--- config.mk ---
export PLATFORM = sky130hd
export DESIGN_NAME = chansel_i2c_target
export DESIGN_NICKNAME = d
export VERILOG_FILES = /design/src/rtl/chansel_pkg.sv /design/src/rtl/line_cond.sv /design/src/rtl/target_fsm.sv /design/src/rtl/ctrl_reg.sv /design/src/rtl/chansel_i2c_target.sv
export SDC_FILE = /design/constraint.sdc
export NUM_CORES = 1
export LEC_CHECK = 0
export ABC_AREA = 1
export CAP_MARGIN = 30
export CELL_PAD_IN_SITES_DETAIL_PLACEMENT = 0
export CELL_PAD_IN_SITES_GLOBAL_PLACEMENT = 1
export CORE_MARGIN = 8
export CORE_UTILIZATION = 43
export CTS_BUF_LIST = sky130_fd_sc_hd__clkbuf_8
export CTS_CLUSTER_SIZE = 8
export DETAILED_ROUTE_END_ITERATION = 6
export PLACE_DENSITY = 0.81
export SYNTH_ARGS = -nofsm -noshare
export SYNTH_HDL_FRONTEND = slang
export SYNTH_SLANG_ARGS = --single-unit
--- constraint.sdc ---
create_clock -name clk -period 1.2 [get_ports clk]
set_input_delay 0.24 -clock clk [delete_from_list [all_inputs] [get_ports clk]]
set_output_delay 0.24 -clock clk [all_outputs]
set_load 0.03 [all_outputs]
--- src/rtl/chansel_pkg.sv ---
package chansel_pkg;

  localparam int unsigned BYTE_W  = 8;
  localparam int unsigned CHAN_N  = 2;
  localparam int unsigned IRQ_LSB = 4;
  localparam int unsigned CNT_W   = $clog2(BYTE_W + 1);

  typedef enum logic [2:0] {
    ST_IDLE,
    ST_ADDR,
    ST_ADDR_ACK,
    ST_WR_DATA,
    ST_WR_ACK,
    ST_RD_DATA,
    ST_RD_ACK,
    ST_IGNORE
  } tgt_state_e;

  function automatic logic [BYTE_W-1:0] pack_status(
    input logic [CHAN_N-1:0] sel,
    input logic [CHAN_N-1:0] pend
  );
    logic [BYTE_W-1:0] v;
    v = '0;
    v[CHAN_N-1:0] = sel;
    v[IRQ_LSB +: CHAN_N] = pend;
    return v;
  endfunction

endpackage

--- src/rtl/line_cond.sv ---
module line_cond #(
  parameter int unsigned FILT_LEN = 3
) (
  input  logic clk,
  input  logic rst_n,
  input  logic line_in,
  output logic line_q,
  output logic rise,
  output logic fall
);

  logic [1:0]          sync_q;
  logic [FILT_LEN-1:0] hist_q;
  logic                filt_q;
  logic                filt_d;
  logic                prev_q;

  always_comb begin
    filt_d = filt_q;
    if (&hist_q) begin
      filt_d = 1'b1;
    end else if (~|hist_q) begin
      filt_d = 1'b0;
    end
  end

  always_ff @(posedge clk or negedge rst_n) begin
    if (!rst_n) begin
      sync_q <= 2'b11;
      hist_q <= '1;
      filt_q <= 1'b1;
      prev_q <= 1'b1;
    end else begin
      sync_q <= {sync_q[0], line_in};
      hist_q <= {hist_q[FILT_LEN-2:0], sync_q[1]};
      filt_q <= filt_d;
      prev_q <= filt_q;
    end
  end

  assign line_q = filt_q;
  assign rise   = filt_q & ~prev_q;
  assign fall   = ~filt_q & prev_q;


  filt_follow_chk: assert property (@(posedge clk) disable iff (!rst_n)
    !$stable(filt_q) |-> filt_q == $past(hist_q[0]));

endmodule

--- src/rtl/target_fsm.sv ---
module target_fsm
  import chansel_pkg::*;
#(
  parameter logic [4:0] ADDR_HI = 5'b11100
) (
  input  logic                clk,
  input  logic                rst_n,
  input  logic                scl_q,
  input  logic                sda_q,
  input  logic                scl_rise,
  input  logic                scl_fall,
  input  logic                sda_rise,
  input  logic                sda_fall,
  input  logic [1:0]          strap_lo,
  input  logic [BYTE_W-1:0]   rd_byte,
  output logic                sda_oe,
  output logic                wr_stb,
  output logic [CHAN_N-1:0]   wr_sel,
  output logic                stop_evt
);

  tgt_state_e         state_q, state_d;
  logic [CNT_W-1:0]   cnt_q, cnt_d;
  logic [BYTE_W-1:0]  sh_q, sh_d;
  logic               rw_q, rw_d;
  logic               mack_q, mack_d;
  logic               oe_q, oe_d;
  logic               start_evt;
  logic               addr_hit;

  assign start_evt = sda_fall & scl_q & ~scl_rise;
  assign stop_evt  = sda_rise & scl_q & ~scl_rise;
  assign addr_hit  = (sh_q[BYTE_W-1:1] == {ADDR_HI, strap_lo});

  always_comb begin
    state_d = state_q;
    cnt_d   = cnt_q;
    sh_d    = sh_q;
    rw_d    = rw_q;
    mack_d  = mack_q;
    oe_d    = oe_q;
    wr_stb  = 1'b0;
    if (stop_evt) begin
      state_d = ST_IDLE;
      oe_d    = 1'b0;
    end else if (start_evt) begin
      state_d = ST_ADDR;
      cnt_d   = '0;
      oe_d    = 1'b0;
    end else begin
      unique case (state_q)
        ST_ADDR, ST_WR_DATA: begin
          if (scl_rise && cnt_q < CNT_W'(BYTE_W)) begin
            sh_d  = {sh_q[BYTE_W-2:0], sda_q};
            cnt_d = cnt_q + 1'b1;
          end else if (scl_fall && cnt_q == CNT_W'(BYTE_W)) begin
            if (state_q == ST_ADDR) begin
              if (addr_hit) begin
                oe_d    = 1'b1;
                rw_d    = sh_q[0];
                state_d = ST_ADDR_ACK;
              end else begin
                state_d = ST_IGNORE;
              end
            end else begin
              wr_stb  = 1'b1;
              oe_d    = 1'b1;
              state_d = ST_WR_ACK;
            end
          end
        end
        ST_ADDR_ACK: begin
          if (scl_fall) begin
            cnt_d = '0;
            if (rw_q) begin
              sh_d    = rd_byte;
              oe_d    = ~rd_byte[BYTE_W-1];
              state_d = ST_RD_DATA;
            end else begin
              oe_d    = 1'b0;
              state_d = ST_WR_DATA;
            end
          end
        end
        ST_WR_ACK: begin
          if (scl_fall) begin
            oe_d    = 1'b0;
            cnt_d   = '0;
            state_d = ST_WR_DATA;
          end
        end
        ST_RD_DATA: begin
          if (scl_fall) begin
            if (cnt_q == CNT_W'(BYTE_W - 1)) begin
              oe_d    = 1'b0;
              state_d = ST_RD_ACK;
            end else begin
              sh_d  = {sh_q[BYTE_W-2:0], 1'b0};
              oe_d  = ~sh_q[BYTE_W-2];
              cnt_d = cnt_q + 1'b1;
            end
          end
        end
        ST_RD_ACK: begin
          if (scl_rise) begin
            mack_d = ~sda_q;
          end else if (scl_fall) begin
            if (mack_q) begin
              sh_d    = rd_byte;
              oe_d    = ~rd_byte[BYTE_W-1];
              cnt_d   = '0;
              state_d = ST_RD_DATA;
            end else begin
              state_d = ST_IGNORE;
            end
          end
        end
        default: ;
      endcase
    end
  end

  always_ff @(posedge clk or negedge rst_n) begin
    if (!rst_n) begin
      state_q <= ST_IDLE;
      cnt_q   <= '0;
      sh_q    <= '0;
      rw_q    <= 1'b0;
      mack_q  <= 1'b0;
      oe_q    <= 1'b0;
    end else begin
      state_q <= state_d;
      cnt_q   <= cnt_d;
      sh_q    <= sh_d;
      rw_q    <= rw_d;
      mack_q  <= mack_d;
      oe_q    <= oe_d;
    end
  end

  assign sda_oe = oe_q;
  assign wr_sel = sh_q[CHAN_N-1:0];


  start_restart_chk: assert property (@(posedge clk) disable iff (!rst_n)
    start_evt && !stop_evt |=> state_q == ST_ADDR && !oe_q);


  ignore_quiet_chk: assert property (@(posedge clk) disable iff (!rst_n)
    state_q == ST_IGNORE |-> !oe_q);


  oe_scl_low_chk: assert property (@(posedge clk) disable iff (!rst_n)
    !$stable(oe_q) && !$past(start_evt || stop_evt) |-> !scl_q);

endmodule

--- src/rtl/ctrl_reg.sv ---
module ctrl_reg
  import chansel_pkg::*;
(
  input  logic               clk,
  input  logic               rst_n,
  input  logic               wr_stb,
  input  logic [CHAN_N-1:0]  wr_sel,
  input  logic               stop_evt,
  input  logic [CHAN_N-1:0]  irq_n,
  output logic [BYTE_W-1:0]  rd_byte,
  output logic [CHAN_N-1:0]  chan_en
);

  logic [CHAN_N-1:0] sel_q, sel_d;
  logic [CHAN_N-1:0] en_q, en_d;
  logic [CHAN_N-1:0] irq_s1_q, irq_s2_q;

  always_comb begin
    sel_d = sel_q;
    en_d  = en_q;
    if (wr_stb) begin
      sel_d = wr_sel;
    end
    if (stop_evt) begin
      en_d = sel_q;
    end
  end

  always_ff @(posedge clk or negedge rst_n) begin
    if (!rst_n) begin
      sel_q    <= '0;
      en_q     <= '0;
      irq_s1_q <= '1;
      irq_s2_q <= '1;
    end else begin
      sel_q    <= sel_d;
      en_q     <= en_d;
      irq_s1_q <= irq_n;
      irq_s2_q <= irq_s1_q;
    end
  end

  assign rd_byte = pack_status(sel_q, ~irq_s2_q);
  assign chan_en = en_q;


  en_hold_chk: assert property (@(posedge clk) disable iff (!rst_n)
    !stop_evt |=> $stable(en_q));


  en_apply_chk: assert property (@(posedge clk) disable iff (!rst_n)
    stop_evt |=> en_q == $past(sel_q));

endmodule

--- src/rtl/chansel_i2c_target.sv ---
module chansel_i2c_target
  import chansel_pkg::*;
#(
  parameter int unsigned FILT_LEN = 3,
  parameter logic [4:0]  ADDR_HI  = 5'b11100
) (
  input  logic              clk,
  input  logic              rst_n,
  input  logic [1:0]        strap_lo,
  input  logic              scl_in,
  input  logic              sda_in,
  input  logic [CHAN_N-1:0] irq_n,
  output logic              sda_oe,
  output logic [CHAN_N-1:0] chan_en
);

  localparam int unsigned LINE_N = 2;
  localparam int unsigned SCL_IX = 0;
  localparam int unsigned SDA_IX = 1;

  logic [1:0]          rst_pipe_q;
  logic                rst_sync_n;
  logic [LINE_N-1:0]   raw_lines;
  logic [LINE_N-1:0]   filt_lines;
  logic [LINE_N-1:0]   line_rise;
  logic [LINE_N-1:0]   line_fall;
  logic                wr_stb;
  logic [CHAN_N-1:0]   wr_sel;
  logic                stop_evt;
  logic [BYTE_W-1:0]   rd_byte;

  always_ff @(posedge clk or negedge rst_n) begin
    if (!rst_n) begin
      rst_pipe_q <= 2'b00;
    end else begin
      rst_pipe_q <= {rst_pipe_q[0], 1'b1};
    end
  end
  assign rst_sync_n = rst_pipe_q[1];

  assign raw_lines[SCL_IX] = scl_in;
  assign raw_lines[SDA_IX] = sda_in;

  for (genvar g = 0; g < LINE_N; g++) begin : g_line
    line_cond #(.FILT_LEN(FILT_LEN)) i_line_cond (
      .clk     (clk),
      .rst_n   (rst_sync_n),
      .line_in (raw_lines[g]),
      .line_q  (filt_lines[g]),
      .rise    (line_rise[g]),
      .fall    (line_fall[g])
    );
  end

  target_fsm #(.ADDR_HI(ADDR_HI)) i_target_fsm (
    .clk      (clk),
    .rst_n    (rst_sync_n),
    .scl_q    (filt_lines[SCL_IX]),
    .sda_q    (filt_lines[SDA_IX]),
    .scl_rise (line_rise[SCL_IX]),
    .scl_fall (line_fall[SCL_IX]),
    .sda_rise (line_rise[SDA_IX]),
    .sda_fall (line_fall[SDA_IX]),
    .strap_lo (strap_lo),
    .rd_byte  (rd_byte),
    .sda_oe   (sda_oe),
    .wr_stb   (wr_stb),
    .wr_sel   (wr_sel),
    .stop_evt (stop_evt)
  );

  ctrl_reg i_ctrl_reg (
    .clk      (clk),
    .rst_n    (rst_sync_n),
    .wr_stb   (wr_stb),
    .wr_sel   (wr_sel),
    .stop_evt (stop_evt),
    .irq_n    (irq_n),
    .rd_byte  (rd_byte),
    .chan_en  (chan_en)
  );


  reset_clear_chk: assert property (@(posedge clk)
    !rst_sync_n |-> (chan_en == '0 && !sda_oe));

endmodule

==> reports/metrics.cfg, run 1 <==
[synthesis]
yosysTopAreaCell = dfrtp_1
yosysSeqAreaShare = 0.5216
synth.area.top_cells = dfrtp_1 29%, dfstp_2 23%, nand2_1 12%
async_flop_share = 1.000
syn_avg_cell_area_um2 = 8.910
synth_ff_type = dfrtp_1
yosysUniqueCellTypes = 31
synth-seq-cells = 42
synthCells = 231
yosys_warnings = 0
synth_edf_count = 0
netlist_area_mm2 = 0.002058
yosysTopAreaCellShare = 0.2918
syn-num-nets = 241

[routing]
drc = 0
post_drt_wl_per_cell_um = 12.30
dr.pass1.iters = 4
drt-total-wl_um = 4282
vias_per_cell = 4.759
dr_total_vias = 1656
ant_nets = 0
drt_iter0_markers = 67

[timing]
finalMaxSlewViolations = 0
setup_viol_count_final = 20
finClkSkew_ps = 8.515
max_clock_freq_mhz = 671.7
rsz0062_at_grt = true
setup_ws_ps = -288.9
fin_crit_ps = 1489
min_period_over_period = 1.241
hold_viol = 0
hold_ws_ps = 105.9

[floorplanning]
die_area_mm2 = 0.007256
ios = 11
die_y_um = 85.19
core_mm2 = 0.004661
die_x_um = 85.19
start_util = 0.4416
std_cell_rows = 25

[power_and_ir_drop]
power_mw = 6.767
ir_drop_uv = 1041
p_leak_nw = 1.366
powerDensity_mw_per_mm2 = 2384

[global_route]
grt_pass1_wl_um = 7431
met2_usage = 0.2202
antenna_found_initial = 0
grt_max_degree = 41
gr-total-overflow = 0
met3_usage = 0.03571
grt.busiest_layer = met2
grt_use_total = 0.1304
use_met1 = 0.1518
grt_pass1_vias = 1677

[hold_path]
hold_class = in2async

[critical_path]
r2r-start = g_line[0].i_line_cond.prev_q$_DFF_PN1_
crit_path_end_kind = flip-flop
worstSetupPathType = reg2reg
crit_chain = nand2_2 -> o21ai_4 -> nand2_4 -> nor2_4 -> nand2_8 -> nand2_1 -> o21ai_2
required_ps = 1390
crit_fanout = 16
worstSetupStartpointType = flip-flop
crit_slowest_cell = dfstp_2
crit_buf_inv = 0
worst_setup_path_startpoint = g_line[0].i_line_cond.prev_q$_DFF_PN1_
crit_arrival_ps = 1680
crit_family = flip-flops
slowest_delay_ps = 570
reg2reg_slack_ps = -290

[final_layout]
multi_input_area_mm2 = 0.001022
drive_gt1_frac = 0.5170
seqCellArea_mm2 = 0.001079
n_antenna_cell = 0
layout.nets = 303
nFillCells = 407
final_cell_mix = 54 x nand2_1, 46 x buf_4, 20 x dfrtp_1, 18 x dfstp_2, 16 x nand2_2
final_core_util = 0.6091
fin_cells = 348
area_growth_pct = 37.93
layout_commonest_cell = nand2_1

[clock_network]
clock_latency_ps = 300
path_clk_slew_ps = 80
cts_sinks = 42
cts_tree = built
htree_levels = 2
cts_hold_buf = 0
cts-root-buf = clkbuf_8
cts_buffer_depth = 2
numCtsBuffers = 5

[placement]
gp_congestion = 0.8325
pre_cts_slack_ps = -381.5
hpwl_um = 3015
placed_cells = 336
io_buffers = 10

[status]
outcome = complete, but fails checks
violations = negative setup slack

[run]
maxCapViolations = 0

==> cells by family after synthesis <==
| group | synth area share |
|---|---|
| AOI/OAI and AO/OA | 0.1082 |
| xor gates and xnor gates | 0.004256 |
| adders and majority gates | 0.01216 |
| buffers and inverters | 0.06322 |
| DFF | 0.5216 |
| muxes | 0.005471 |
| other | 0.001822 |
| and+or+nand+nor | 0.2833 |
==> layout make-up <==
type                            count  area share
Multi-Input combinational cell    161      0.3601
Sequential cell                    42      0.3799
Timing Repair Buffer               57      0.1653
Inverter                           26     0.03746
Clock buffer                        6     0.02909
Tap cell                           54     0.02380
Clock inverter                      2    0.004407
==> Yosys cell counts (2+ instances only) <==
cell type	n
nand2_4	3
nor2_1	13
nand3_1	15
dfrtp_1	24
inv_2	6
nor2_2	4
nand3b_1	2
nand2_2	9
a21oi_1	7
ha_1	2
nand2_1	66
dfstp_2	18
o21ai_1	2
inv_1	19
o21ai_2	10
nor3_1	3
nand4_1	4
o21ai_0	11
==> final timing paths <==
| path | endpoint | cells after the start |
|---|---|---|
| max in group asynchronous | g_line[0].i_line_cond.sync_q[1]$_DFF_PN1_ | 1 |
| worst max-delay path | i_target_fsm.sh_q[0]$_DFFE_PN0P_ | 7 |
| worst min-delay path | rst_pipe_q[0]$_DFF_PN0_ | 1 |
| min in group clk | i_ctrl_reg.irq_s1_q[0]$_DFF_PN1_ | 1 |
| worst min register to register | i_ctrl_reg.chan_en[0]$_DFFE_PN0N_ | 1 |
| worst max register to register | i_target_fsm.sh_q[0]$_DFFE_PN0P_ | 7 |
==> flip-flops by register name, summed over array words and instances, names as in the netlist, 2 cells and up <==
register / flops
g_line.i_line_cond.prev_q: 2
i_ctrl_reg.irq_s2_q: 2
g_line.i_line_cond.sync_q: 4
i_target_fsm.cnt_q: 4
i_ctrl_reg.irq_s1_q: 2
g_line.i_line_cond.hist_q: 6
i_ctrl_reg.chan_en: 2
i_ctrl_reg.sel_q: 2
rst_pipe_q: 2
i_target_fsm.sh_q: 8
g_line.i_line_cond.line_q: 2
i_target_fsm.state_q: 3
==> where the power goes <==
part | internal [mW] | leakage, nW | switching [mW]
Combinational | 1.61 | 0.829 | 2.13
Clock | 0.467 | 0.0530 | 0.491
Sequential | 1.77 | 0.484 | 0.304
Total | 3.84 | 1.37 | 2.92
==> layer usage <==
metal | vias up | routed length (um)
li1 | 867 | -
met1 | 765 | 2038
met2 | 17 | 2060
met3 | 7 | 92
met4 | 0 | 91
met5 | - | 0
==> stage by stage <==
step | TNS, ps | instance area, um^2
2_1_floorplan | -2736 | 2085
3_3_place_gp | -5774 | 2549
3_5_place_dp | -6318 | 2549
4_1_cts | -5114 | 2789
5_1_grt | -7091 | 2839
6_report | -4925 | 2839
==> what timing repair did <==
action / in CTS / in global routing
setup endpoints to repair: 21 / 22
gates cloned: 0 / 0
gates resized for setup: 39 / 13
pin swaps: 9 / 8
endpoints found under the hold margin: 0 / 0
buffers inserted: 3 / 2
Power figures use the tool's default switching activity.
==> inputs of run 2 (changes only) <==
--- a/config.mk
+++ b/config.mk
@@ -15,6 +15,7 @@
 export CTS_CLUSTER_SIZE = 8
 export DETAILED_ROUTE_END_ITERATION = 6
 export PLACE_DENSITY = 0.81
+export SKIP_CTS_REPAIR_TIMING = 1
 export SYNTH_ARGS = -nofsm -noshare
 export SYNTH_HDL_FRONTEND = slang
 export SYNTH_SLANG_ARGS = --single-unit
==> reports/metrics.cfg, run 2 (same netlist as run 1, synthesis figures left out) <==
[routing]
drc = 0
dr.max_layer_used = met4
ant_nets = 0
wl_met2_um = 2103
drt_iter0_markers = 56
drt-total-wl_um = 4351
post_drt_wl_per_cell_um = 12.50
vias_per_cell = 4.830
dr.pass1.iters = 4
dr_wl_met3_um = 96
dr_total_vias = 1681
met1_length_um = 2071

[final_layout]
largest_register = i_target_fsm.sh_q
area_growth_pct = 37.39
drive_gt1_frac = 0.5000
stdcell_area_mm2 = 0.002828
reg_top3 = i_target_fsm.sh_q: 8 flops, g_line.i_line_cond.hist_q: 6 flops
n_antenna_cell = 0
layout_commonest_cell = nand2_1
fin_cells = 348
final_cell_mix = 54 x nand2_1, 46 x buf_4, 20 x dfrtp_1, 19 x nand2_2, 18 x dfstp_2
layout.nets = 303
largest_reg_flops = 8

[critical_path]
worstReg2RegEnd = i_target_fsm.sh_q[2]$_DFFE_PN0P_
worstSetupPathType = reg2reg
crit_path_end_kind = flip-flop
slowest_delay_ps = 570
crit_family = flip-flops
reg2regPathDepth = 6
r2r-start = g_line[0].i_line_cond.prev_q$_DFF_PN1_
reg2reg_slack_ps = -350
crit_fanout = 8
crit_chain = nand2_2 -> o21ai_4 -> nand2_4 -> nor2_4 -> nand2_4 -> o21ai_2
crit_path_end = i_target_fsm.sh_q[2]$_DFFE_PN0P_
crit_arrival_ps = 1770
cp_num_cells = 6
crit_buf_inv = 0
crit_slowest_cell = dfstp_2
worstSetupStartpointType = flip-flop
required_ps = 1430
worst_setup_path_startpoint = g_line[0].i_line_cond.prev_q$_DFF_PN1_
timing.critical_path.mode_cell = nand2_4

[clock_network]
htree_levels = 2
numCtsBuffers = 5
cts_tree = built
cts_sinks = 42
clock_latency_ps = 290
cts_buffer_depth = 2
cts-root-buf = clkbuf_8
path_clk_slew_ps = 80

[placement]
hpwl_um = 3015
gp_congestion = 0.8325
io_buffers = 10
dpl_cell_area_mm2 = 0.002549
placed_cells = 336

[global_route]
gr-total-overflow = 0
grt_pass1_wl_um = 7113
antenna_found_initial = 0
grt_use_total = 0.1244
grt_pass1_vias = 1619
grt_max_degree = 41

[floorplanning]
std_cell_rows = 25
die_area_mm2 = 0.007256
die_x_um = 85.19
start_util = 0.4416
die_y_um = 85.19
ios = 11
core_mm2 = 0.004661

[power_and_ir_drop]
ir_drop_uv = 1071
p_leak_nw = 1.357
powerDensity_mw_per_mm2 = 2389

[timing]
hold_viol = 0
min_period_over_period = 1.290
max_clock_freq_mhz = 646.1
finalMaxSlewViolations = 0
finClkSkew_ps = 8.517
fin_crit_ps = 1548
setup_viol_count_final = 21
setup_ws_ps = -347.7
rsz0062_at_grt = true

[run]
maxCapViolations = 0

[status]
violations = negative setup slack
outcome = complete, but fails checks

[hold_path]
hold_class = in2async

run 2: worst min path at each step:
| stage | start | endpoint | slack [ps] | cells after the start |
|---|---|---|---|---|
| 6_report | rst_n | rst_pipe_q[0]$_DFF_PN0_ | 110 | 1 |
| 3_3_place_gp | rst_pipe_q[1]$_DFF_PN0_ | i_ctrl_reg.chan_en[1]$_DFFE_PN0N_ | 230 | 1 |
| 2_1_floorplan | rst_n | rst_pipe_q[0]$_DFF_PN0_ | -60 | 0 |
| 5_1_grt | rst_n | rst_pipe_q[0]$_DFF_PN0_ | 110 | 1 |
| 3_5_place_dp | rst_pipe_q[1]$_DFF_PN0_ | i_ctrl_reg.chan_en[1]$_DFFE_PN0N_ | 240 | 1 |
| 4_1_cts | rst_n | rst_pipe_q[0]$_DFF_PN0_ | 100 | 1 |
run 2: cell type report:
type	count	area [um^2]
clock buffers	6	82.58
clock inverters	2	12.51
fillers	415	1833
inverters	26	101.3
multi-input cells	162	1027
flip-flops and latches	42	1079
well taps	54	67.56
repair buffers	56	457.9
run 2: where the power goes:
group          total, mW  switching, mW  internal [mW]
logic               3.74           2.16           1.58
registers           2.06          0.294           1.77
clock network      0.952          0.485          0.467
total               6.75           2.93           3.82
run 2: worst register-to-register path: cells and delay by family, from the launching register on:
family,cells,cell delay [ps]
DFF,1,570
AOI/OAI and AO/OA,2,350
and+or+nand+nor,4,570
run 2: routing by layer:
| layer | GRT usage | vias up |
|---|---|---|
| met5 | 0 | - |
| met4 | 0.06311 | 0 |
| met3 | 0.02703 | 7 |
| met2 | 0.2045 | 17 |
| met1 | 0.1490 | 790 |
| li1 | - | 867 |
run 2: per-stage QoR:
stage / worst slack [ps] / power [mW] / setup TNS [ps] / utilization / hold slack (ps)
6_report: -347.7 / 6.755 / -5615 / 0.6067 / 109.6
5_1_grt: -430.9 / 7.297 / -7668 / 0.6067 / 109.3
4_1_cts: -380.6 / 6.263 / -6567 / 0.5672 / 102.7
3_5_place_dp: -381.5 / 5.278 / -6318 / 0.5468 / 238.3
3_3_place_gp: -351.9 / 5.229 / -5774 / 0.5468 / 234.2
2_1_floorplan: -221.1 / 4.337 / -2736 / - / -55.59
